**config.mk**
```make
export PLATFORM = sky130hd
export DESIGN_NAME = pt_walker
export DESIGN_NICKNAME = d
export VERILOG_FILES = /design/src/rtl/pt_walker.sv
export SDC_FILE = /design/constraint.sdc
export NUM_CORES = 1
export LEC_CHECK = 0
export BUFFER_PORTS_ARGS = -buffer_cell sky130_fd_sc_hd__buf_2
export CORE_MARGIN = 5
export CORE_UTILIZATION = 40
export CTS_CLUSTER_DIAMETER = 150
export DETAILED_ROUTE_END_ITERATION = 10
export PLACE_DENSITY = 0.7
export SETUP_SLACK_MARGIN = 0.1
export SYNTH_ARGS = -nofsm -noshare
export SYNTH_HDL_FRONTEND = slang
export SYNTH_SLANG_ARGS = --single-unit
export TNS_END_PERCENT = 100
```
**constraint.sdc**
```tcl
create_clock -name clk -period 2.4 [get_ports clk]
set_input_delay 0.24 -clock clk [delete_from_list [all_inputs] [get_ports clk]]
set_output_delay 0.24 -clock clk [all_outputs]
set_load 0.05 [all_outputs]
```
**src/rtl/pt_walker.sv**
```systemverilog
module pt_walker #(
  parameter int ADDR_W   = 32,
  parameter int OFF_W    = 12,
  parameter int DIR_W    = 10,
  parameter int TBL_W    = 10,
  parameter int ENTRY_SH = 2
) (
  input  logic              clk,
  input  logic              rst_n,
  input  logic              root_wr_en,
  input  logic              root_wr_priv,
  input  logic [ADDR_W-1:0] root_wr_data,
  output logic              root_err,
  input  logic              req_valid,
  input  logic [ADDR_W-1:0] req_vaddr,
  output logic              req_ready,
  output logic              busy,
  output logic              rsp_valid,
  output logic              rsp_fault,
  output logic [ADDR_W-1:0] rsp_paddr,
  output logic              mem_rd_en,
  output logic [ADDR_W-1:0] mem_rd_addr,
  input  logic              mem_rd_valid,
  input  logic [ADDR_W-1:0] mem_rd_data
);
  localparam int FRAME_W = ADDR_W - OFF_W;
  localparam int DIR_LO  = OFF_W + TBL_W;

  typedef enum logic [2:0] {
    S_IDLE, S_DIR_RD, S_DIR_WT, S_TBL_RD, S_TBL_WT, S_RESP
  } st_t;

  st_t               st;
  logic [ADDR_W-1:0] va_q;
  logic [ADDR_W-1:0] pa_q;
  logic [FRAME_W-1:0] root_q;
  logic [FRAME_W-1:0] tbase_q;
  logic              fault_q;
  logic              root_err_q;

  logic [DIR_W-1:0]  dir_idx;
  logic [TBL_W-1:0]  tbl_idx;
  logic [ADDR_W-1:0] dir_addr;
  logic [ADDR_W-1:0] tbl_addr;

  assign dir_idx  = va_q[DIR_LO +: DIR_W];
  assign tbl_idx  = va_q[OFF_W +: TBL_W];
  assign dir_addr = {root_q, {OFF_W{1'b0}}} + (ADDR_W'(dir_idx) << ENTRY_SH);
  assign tbl_addr = {tbase_q, {OFF_W{1'b0}}} + (ADDR_W'(tbl_idx) << ENTRY_SH);

  assign req_ready   = (st == S_IDLE);
  assign busy        = (st != S_IDLE);
  assign rsp_valid   = (st == S_RESP);
  assign rsp_fault   = rsp_valid && fault_q;
  assign rsp_paddr   = rsp_valid ? pa_q : '0;
  assign mem_rd_en   = (st == S_DIR_RD) || (st == S_TBL_RD);
  assign mem_rd_addr = (st == S_TBL_RD) ? tbl_addr : dir_addr;
  assign root_err    = root_err_q;

  always_ff @(posedge clk) begin
    if (!rst_n) begin
      st         <= S_IDLE;
      va_q       <= '0;
      pa_q       <= '0;
      root_q     <= '0;
      tbase_q    <= '0;
      fault_q    <= 1'b0;
      root_err_q <= 1'b0;
    end else begin
      root_err_q <= root_wr_en && !root_wr_priv;
      if (root_wr_en && root_wr_priv)
        root_q <= root_wr_data[ADDR_W-1:OFF_W];
      case (st)
        S_IDLE: if (req_valid) begin
          va_q    <= req_vaddr;
          fault_q <= 1'b0;
          st      <= S_DIR_RD;
        end
        S_DIR_RD: st <= S_DIR_WT;
        S_DIR_WT: if (mem_rd_valid) begin
          if (!mem_rd_data[0]) begin
            fault_q <= 1'b1;
            pa_q    <= '0;
            st      <= S_RESP;
          end else begin
            tbase_q <= mem_rd_data[ADDR_W-1:OFF_W];
            st      <= S_TBL_RD;
          end
        end
        S_TBL_RD: st <= S_TBL_WT;
        S_TBL_WT: if (mem_rd_valid) begin
          fault_q <= !mem_rd_data[0];
          pa_q    <= mem_rd_data[0] ? {mem_rd_data[ADDR_W-1:OFF_W], va_q[OFF_W-1:0]} : '0;
          st      <= S_RESP;
        end
        S_RESP:  st <= S_IDLE;
        default: st <= S_IDLE;
      endcase
    end
  end
endmodule

```
==> results.sh, run 1 <==
export IMPL_cts_root_buf="clkbuf_16"
export IMPL_rsz0062_at_grt="no"
export IMPL_clockBufferDepth=2
export IMPL_antenna_cells=0
export IMPL_ir_worst_vdd_mv=0.472
export IMPL_crit_path_frequent_cell="buf_4"
export IMPL_slew_viol_final=0
export IMPL_syn_area_sq_mm=0.00457
export IMPL_final_period_utilization_pct=89.8
export IMPL_hold_violations=0
export IMPL_synth_area_leaders="dfxtp_1, nand2_1, a21oi_1, mux2_2, a32o_1"
export IMPL_io_pins=172
export IMPL_route_detailed_drc=0
export IMPL_cts_tree="done"
export IMPL_die_h_microns=117
export IMPL_wl_per_cell_microns=16.2
export IMPL_fp_dieW_microns=117
export IMPL_crit_path_start_kind="flop"
export IMPL_cts_hold_fix_buffers=0
export IMPL_yosysTopAreaCell="dfxtp_1"
export IMPL_cp_top_family="buffers and inverters"
export IMPL_placed_area_sq_mm=0.00534
export IMPL_placementRows=39
export IMPL_grt_pass1_vias=3999
export IMPL_final_area_sq_mm=0.00564
export IMPL_met2_wirelength_microns=6270
export IMPL_place_inst=765
export IMPL_mostFrequentLayoutCells="buf_2, dfxtp_1, nand2_1"
export IMPL_cts_resized=0
export IMPL_stdcell_count=780
export IMPL_clock_sinks=109
export IMPL_port_buffers=146
export IMPL_status="finished, final reports clean"
export IMPL_met3_wirelength_microns=819
export IMPL_critical_path_required_ns=2.16
export IMPL_routabilityCongestion=0.774
export IMPL_clock_latency_ns=0.34
export IMPL_synth_top_area_share_pct=47.8
export IMPL_end_kind="primary output"
export IMPL_finalClockSkew_ns=0.0115
export IMPL_layout_min_cycle_time_ns=2.15
export IMPL_routed_wl_microns=12600
export IMPL_drtIter0Drc=299
export IMPL_synthToLayoutAreaGrowth_pct=23.6
export IMPL_htreeDepth=3
export IMPL_crit_type="flop to primary output"
export IMPL_critPathMaxStageDelay_ns=0.34
export IMPL_slew_headroom_pct=35.6
export IMPL_core_area_sq_mm=0.0113
export IMPL_drv_cap=0
export IMPL_ys_ff_latch=109
export IMPL_fp_dieArea_sq_mm=0.0137
export IMPL_setup_violations=0
export IMPL_multiInputGateArea_sq_mm=0.00209
export IMPL_postRouteAntennaNets=0
export IMPL_seq_area_sq_mm=0.00218
export IMPL_worst_path_buf_inv=3
export IMPL_crit_path_max_fanout=35
export IMPL_drive_gt1_share_pct=33.3
export IMPL_final_common_cell="buf_2"
export IMPL_worstHoldPathType="input pin to flop"
export IMPL_cts_buffers_inserted=9
export IMPL_ys_types=32
export IMPL_fill_cells=1102
export IMPL_first_pass_iters=4
export IMPL_synth_edf_count=0
export IMPL_ys_warn_count=0
export IMPL_cp_slowest_cell="dfxtp_1"
export IMPL_path_cells="buf_4 > nor2b_2 > buf_4 > and3_1 > buf_2"
export IMPL_power_density_mw_per_mm2=714
export IMPL_antenna_found_initial=0
export IMPL_vias=4180
export IMPL_p_leak_uw=0.00259
export IMPL_highest_layer="met4"
export IMPL_max_slew_worst_pin_slew_ns=0.966
export IMPL_grt_ovfl_total=0
export IMPL_clk_transition_reported_paths_ns=0.07
export IMPL_grt_pass1_wl_microns=19900
export IMPL_postCtsSetupBuffers=0
export IMPL_async_flop_share_pct=0
export IMPL_start_util_pct=40.3
export IMPL_worstPathArrival_ns=1.91
export IMPL_nNetsFinal=735
export IMPL_grt_max_degree=58
export IMPL_ys_flop_type="dfxtp_1"
export IMPL_max_freq_mhz=464
export IMPL_synth_cells=514
export IMPL_setup_tns_ns=0
export IMPL_detailed_place_hpwl_microns=8830
export IMPL_avgSynthCellArea_sq_um=8.88
export IMPL_wl_met1_microns=5360
export IMPL_yosysSeqAreaShare_pct=47.8
export IMPL_via_per_inst=5.36
export IMPL_grt_use_total_pct=18.2
-- layout make-up --
cell class / instances / area share (%)
flip-flops and latches: 109 / 38.7
multi-input cells: 349 / 37.1
repair buffers: 161 / 15.6
clock buffers: 10 / 4.24
well taps: 143 / 3.17
clock inverters: 5 / 1.06
inverters: 3 / 0.200
-- logic make-up after synthesis --
family / count (synthesis) / share of synthesized area, %
AOI/OAI and AO/OA: 134 / 18.8
muxes: 30 / 7.40
other: 1 / 0.0821
and+or+nand+nor: 183 / 19.3
buffers and inverters: 57 / 6.60
DFF: 109 / 47.8
-- power by group --
part	internal [uW]	switching (uW)	total, uW
registers	1880	37.6	1920
logic	197	426	623
clock network	836	652	1490
-- per-layer routing --
layer  vias to the layer above  track usage (%)
li1                       2039                -
met1                      1994             23.2
met2                       130             31.2
met3                        17             3.91
met4                         0             4.89
met5                         -                0
-- registers in the layout, summed over array words and instances, names as in the netlist --
register / flops
fault_q: 1
root_err: 1
va_q: 32
st: 3
tbase_q: 20
root_q: 20
pa_q: 32
-- through the flow --
stage	power, uW	setup slack, ns	utilization [%]	hold WS, ns
detailed placement	2590	0.355	47.2	0.433
floorplan	2400	0.759	-	0.316
global route	4200	0.109	49.8	0.0806
CTS	4070	0.157	49.8	0.0734
finish	4030	0.246	49.8	0.0879
global placement	2570	0.446	47.2	0.428
-- worst reg2reg max path, cell delays in order (launching register included) --
cell	delay (ns)
dfxtp_1	0.32
buf_4	0.18
nor2b_2	0.18
o21ai_2	0.76
buf_4	0.34
a32o_1	0.19
-- synthesized netlist by cell type (all sizes together) (2+ instances only) --
master / count
and2: 2
mux2: 30
dfxtp: 109
and3: 35
nand3: 20
a32o: 32
nor2b: 7
o21ai: 23
clkbuf: 26
nand2: 108
nor3b: 3
nand2b: 2
inv: 3
a21oi: 74
buf: 28
-- path summary, 6_finish.rpt --
| kind | start | to | slack (ns) | cells past startpoint |
|---|---|---|---|---|
| hold reg to reg | va_q[25]$_SDFFE_PN0P_ | va_q[25]$_SDFFE_PN0P_ | 0.45 | 2 |
| setup reg to reg | st[2]$_SDFFE_PN0P_ | pa_q[2]$_SDFFE_PN0P_ | 0.39 | 5 |
| setup / recovery | st[2]$_SDFFE_PN0P_ | rsp_paddr[17] | 0.25 | 5 |
| hold / removal | root_wr_priv | root_err$_SDFF_PN0_ | 0.09 | 2 |
Note: power is estimated with default switching activity, not from simulation.
==> run 2: changes to the inputs <==
--- a/config.mk
+++ b/config.mk
@@ -5,7 +5,7 @@
 export SDC_FILE = /design/constraint.sdc
 export NUM_CORES = 1
 export LEC_CHECK = 0
-export BUFFER_PORTS_ARGS = -buffer_cell sky130_fd_sc_hd__buf_2
+export BUFFER_PORTS_ARGS = -buffer_cell sky130_fd_sc_hd__buf_4
 export CORE_MARGIN = 5
 export CORE_UTILIZATION = 40
 export CTS_CLUSTER_DIAMETER = 150
==> results.sh, run 2 (synthesized netlist as in run 1, its figures left out) <==
export IMPL_wl_per_cell_microns=16.4
export IMPL_port_buffers=146
export IMPL_clockPowerShare_pct=39.7
export IMPL_grt_pass1_wl_microns=19700
export IMPL_reg_top3="pa_q x32, va_q x32"
export IMPL_placementRows=39
export IMPL_ir_worst_vdd_mv=0.316
export IMPL_vias=4140
export IMPL_rsz0062_at_grt="no"
export IMPL_power_density_mw_per_mm2=713
export IMPL_crit_type="flop to primary output"
export IMPL_detailed_place_hpwl_microns=8910
export IMPL_core_area_sq_mm=0.0113
export IMPL_die_h_microns=117
export IMPL_nNetsFinal=735
export IMPL_clock_latency_ns=0.34
export IMPL_drive_gt1_share_pct=33.1
export IMPL_mostFrequentLayoutCells="buf_4, dfxtp_1, nand2_1"
export IMPL_crit_path_start_kind="flop"
export IMPL_synthToLayoutAreaGrowth_pct=32.2
export IMPL_postRouteAntennaNets=0
export IMPL_io_pins=172
export IMPL_p_leak_uw=0.00267
export IMPL_grt_ovfl_total=0
export IMPL_final_period_utilization_pct=90.4
export IMPL_intPower_uw=3190
export IMPL_fill_cells=1037
export IMPL_cts_root_buf="clkbuf_16"
export IMPL_seqPwrFrac_pct=44.7
export IMPL_htreeDepth=3
export IMPL_slew_viol_final=0
export IMPL_setup_violations=0
export IMPL_first_pass_iters=4
export IMPL_worstPathArrival_ns=1.93
export IMPL_fp_dieArea_sq_mm=0.0137
export IMPL_final_common_cell="buf_4"
export IMPL_max_slew_worst_pin_slew_ns=1.00
export IMPL_status="finished, final reports clean"
export IMPL_drtIter0Drc=204
export IMPL_antenna_found_initial=0
export IMPL_setup_tns_ns=0
export IMPL_placed_area_sq_mm=0.00568
export IMPL_power_frac_comb_pct=15.6
export IMPL_cts_hold_fix_buffers=0
export IMPL_clk_transition_reported_paths_ns=0.07
export IMPL_clock_sinks=109
export IMPL_grt_max_degree=39
export IMPL_end_kind="primary output"
export IMPL_route_detailed_drc=0
export IMPL_crit_path_max_fanout=30
export IMPL_critical_path_required_ns=2.16
export IMPL_p_switching_uw=1120
export IMPL_clockBufferDepth=2
export IMPL_finalClockSkew_ns=0.00626
export IMPL_cts_buffers_inserted=9
export IMPL_grt_pass1_vias=4016
export IMPL_final_area_sq_mm=0.00603
export IMPL_drv_cap=0
export IMPL_grt_use_total_pct=18.2
export IMPL_routed_wl_microns=12800
export IMPL_antenna_cells=0
export IMPL_fp_dieW_microns=117
export IMPL_hold_violations=0
export IMPL_cts_tree="done"
export IMPL_max_freq_mhz=461
export IMPL_via_per_inst=5.30
export IMPL_swShare_pct=26.0
export IMPL_worstHoldPathType="input pin to flop"
export IMPL_routabilityCongestion=0.780
export IMPL_start_util_pct=40.3
export IMPL_slew_headroom_pct=33.2
export IMPL_layout_min_cycle_time_ns=2.17
run 2: cell count changes in the layout (fill, tap and decap cells not counted), moves of 2 or more:
| cell | delta |
|---|---|
| buf_4 | +147 |
| bufinv_16 | +2 |
| buf_12 | -2 |
| buf_2 | -146 |
run 2: repair_timing:
action / 4_1_cts / 5_1_grt
buffers inserted: 0 / 0
endpoints found under the setup margin: 0 / 30
resized for setup: 0 / 1
run 2: per-stage QoR:
step	setup WS (ns)	instances	hold WS [ns]	util (%)	total power, uW
after floorplan	0.759	515	0.316	-	2400
after global placement	0.538	765	0.418	50.2	2630
after detailed placement	0.509	765	0.426	50.2	2640
after CTS	0.131	781	0.0579	53.3	4340
after global routing	0.161	781	0.0696	53.3	4460
final	0.231	781	0.0734	53.3	4300
run 2: routing by layer:
| metal | wire length [microns] | up-vias | global-route usage [%] |
|---|---|---|---|
| met1 | 5380 | 1922 | 23.0 |
| met5 | 0 | - | 0 |
| met2 | 6240 | 157 | 30.6 |
| li1 | - | 2042 | - |
| met3 | 904 | 19 | 3.29 |
| met4 | 255 | 0 | 7.57 |
run 2: area by class of cell:
| type | count | area [sq um] | share of cell area, % |
|---|---|---|---|
| Clock buffer | 11 | 243 | 4.02 |
| Clock inverter | 5 | 106 | 1.76 |
| Inverter | 3 | 11.3 | 0.187 |
| Multi-Input combinational cell | 349 | 2090 | 34.6 |
| Sequential cell | 109 | 2180 | 36.2 |
| Tap cell | 143 | 179 | 2.96 |
| Timing Repair Buffer | 161 | 1220 | 20.3 |
run 2: path summary, 6_finish.rpt:
kind                           endpoint                  start  slack (ns)  cells past startpoint
setup / recovery         mem_rd_addr[5]     st[2]$_SDFFE_PN0P_        0.23                      5
hold / removal      root_err$_SDFF_PN0_           root_wr_priv        0.07                      2
hold reg to reg   va_q[19]$_SDFFE_PN0P_  va_q[19]$_SDFFE_PN0P_        0.45                      2
setup reg to reg   pa_q[7]$_SDFFE_PN0P_     st[2]$_SDFFE_PN0P_        0.50                      4
run 2: power by group through the flow:
| stage | clock network [uW] | logic (uW) | registers (uW) |
|---|---|---|---|
| after CTS | 1740 | 675 | 1920 |
| after floorplan | 0 | 450 | 1950 |
| after global placement | 0 | 665 | 1960 |
| after detailed placement | 0 | 673 | 1970 |
| after global routing | 1790 | 730 | 1930 |
| final | 1710 | 670 | 1920 |
run 2: worst max-delay path: stages (launching register included):
cell     delay (ns)
dfxtp_1        0.40
and2b_1        0.21
nand2_1        0.08
buf_6          0.29
mux2_2         0.39
buf_4          0.19
==> run 3: changes to the inputs <==
--- a/config.mk
+++ b/config.mk
@@ -8,6 +8,7 @@
 export BUFFER_PORTS_ARGS = -buffer_cell sky130_fd_sc_hd__buf_4
 export CORE_MARGIN = 5
 export CORE_UTILIZATION = 40
+export CTS_BUF_LIST = sky130_fd_sc_hd__clkbuf_2
 export CTS_CLUSTER_DIAMETER = 150
 export DETAILED_ROUTE_END_ITERATION = 10
 export PLACE_DENSITY = 0.7
==> results.sh, run 3 (synthesized netlist as in run 1, its figures left out) <==
export IMPL_crit_type="flop to primary output"
export IMPL_power_density_mw_per_mm2=557
export IMPL_final_common_cell="buf_4"
export IMPL_drtIter0Drc=263
export IMPL_fill_cells=928
export IMPL_hold_depth=4
export IMPL_grt_max_degree=39
export IMPL_clockBufferDepth=2
export IMPL_grt_ovfl_total=0
export IMPL_ir_worst_vdd_mv=0.370
export IMPL_cp_slowest_cell="dfxtp_2"
export IMPL_final_area_sq_mm=0.00684
export IMPL_setup_violations=0
export IMPL_clock_sinks=109
export IMPL_fp_dieW_microns=117
export IMPL_finalClockSkew_ns=0.0147
export IMPL_synthToLayoutAreaGrowth_pct=49.8
export IMPL_hold_end="st[2]$_SDFFE_PN0P_"
export IMPL_grt_use_total_pct=20.3
export IMPL_fin_util_pct=60.4
export IMPL_fp_dieArea_sq_mm=0.0137
export IMPL_swShare_pct=29.0
export IMPL_cp_top_family="flip-flops"
export IMPL_via_per_inst=5.26
export IMPL_grt_pass1_vias=4478
export IMPL_drv_cap=0
export IMPL_first_pass_iters=4
export IMPL_final_period_utilization_pct=93.7
export IMPL_r2r_end="pa_q[7]$_SDFFE_PN0P_"
export IMPL_cts_buffers_inserted=9
export IMPL_start_util_pct=40.3
export IMPL_crit_path_start_kind="flop"
export IMPL_port_buffers=146
export IMPL_worstPathArrival_ns=2.01
export IMPL_seqPwrFrac_pct=50.7
export IMPL_antenna_found_initial=0
export IMPL_core_area_sq_mm=0.0113
export IMPL_vias=4536
export IMPL_rsz0062_at_grt="yes"
export IMPL_postRouteAntennaNets=0
export IMPL_placed_area_sq_mm=0.00568
export IMPL_intPower_uw=2710
export IMPL_r2r_setup_slack_ns=0.33
export IMPL_hold_start="mem_rd_data[0]"
export IMPL_clk_transition_reported_paths_ns=0.27
export IMPL_placementRows=39
export IMPL_power_frac_comb_pct=21.8
export IMPL_clockPowerShare_pct=27.5
export IMPL_cts_tree="done"
export IMPL_reg_top3="pa_q x32, va_q x32"
export IMPL_hold_violations=0
export IMPL_critical_path_required_ns=2.16
export IMPL_mostFrequentLayoutCells="buf_4, nand2_1, dfxtp_1"
export IMPL_route_detailed_drc=0
export IMPL_drive_gt1_share_pct=30.6
export IMPL_rr_worst_depth=5
export IMPL_critPathMaxStageDelay_ns=0.39
export IMPL_status="finished, final reports clean"
export IMPL_end_kind="primary output"
export IMPL_nNetsFinal=815
export IMPL_setup_tns_ns=0
export IMPL_wl_per_cell_microns=17.0
export IMPL_io_pins=172
export IMPL_max_slew_worst_pin_slew_ns=1.04
export IMPL_cts_root_buf="clkbuf_2"
export IMPL_routabilityCongestion=0.780
export IMPL_routed_wl_microns=14700
export IMPL_detailed_place_hpwl_microns=8910
export IMPL_clock_latency_ns=0.56
export IMPL_layout_min_cycle_time_ns=2.25
export IMPL_post_place_ws_ns=0.509
export IMPL_place_inst=765
export IMPL_path_cells="and2b_1 > nand2_4 > clkbuf_16 > mux2_2 > buf_6"
export IMPL_worstHoldPathType="input pin to flop"
export IMPL_p_switching_uw=1110
export IMPL_setup_slack_ns=0.152
export IMPL_slew_viol_final=0
export IMPL_die_h_microns=117
export IMPL_max_freq_mhz=445
export IMPL_htreeDepth=3
export IMPL_slew_headroom_pct=30.6
export IMPL_p_leak_uw=0.00301
export IMPL_grt_pass1_wl_microns=21900
export IMPL_worst_path_buf_inv=2
export IMPL_crit_path_max_fanout=7
export IMPL_r2r_start="st[2]$_SDFFE_PN0P_"
export IMPL_stdcell_count=862
==> run 3: per-layer routing <==
metal | global-route usage (%) | wire length (microns) | vias to the layer above
met1 | 25.0 | 6040 | 2161
met2 | 34.7 | 7500 | 145
li1 | - | - | 2204
met3 | 3.34 | 802 | 26
met5 | 0 | 0 | -
met4 | 9.25 | 314 | 0
==> run 3: worst min-delay path, stage by stage <==
cell     delay, ns
buf_4         0.11
nor2b_1       0.06
o21ai_0       0.17
a21oi_1       0.07
==> run 3: power by group through the flow <==
stage                     combinational, uW  clock [uW]  sequential, uW
after global placement                  665           0            1960
after global routing                    889        1130            1950
after detailed placement                673           0            1970
final                                   830        1050            1930
after floorplan                         450           0            1950
after CTS                               782        1080            1930
==> run 3: area by class of cell <==
class	instances	area, sq um	share of cell area [%]
timing repair buffer	241	2200	32.2
clock inverter	6	110	1.61
antenna	1	2.50	0.0366
tap	143	179	2.62
multi-input combinational	349	2100	30.7
inverter	3	11.3	0.165
sequential	109	2190	32.0
clock buffer	10	50.0	0.732
==> run 3: through the flow <==
step           hold WS, ns  total power, uW
2_1_floorplan        0.316             2400
3_3_place_gp         0.418             2630
3_5_place_dp         0.426             2640
4_1_cts             0.0281             3790
5_1_grt             0.0313             3970
6_report            0.0963             3810
==> run 3: worst max-delay path by stage <==
stage,slack [ns],from,depth (start not counted),endpoint
floorplan,0.76,st[1]$_SDFFE_PN0P_,5,mem_rd_addr[10]
global placement,0.54,st[2]$_SDFFE_PN0P_,5,mem_rd_addr[9]
detailed placement,0.51,st[2]$_SDFFE_PN0P_,5,mem_rd_addr[5]
CTS,0.1,st[2]$_SDFFE_PN0P_,5,mem_rd_addr[5]
global route,0.04,st[2]$_SDFFE_PN0P_,5,mem_rd_addr[31]
finish,0.15,st[2]$_SDFFE_PN0P_,5,mem_rd_addr[31]
==> run 3: what timing repair did <==
item                       4_1_cts  5_1_grt
buffers inserted                 1        1
gates resized for setup          9       34
setup endpoints to repair       30       64
cloned                           1        2
hold endpoints to repair        94        0
hold buffers                    75        0
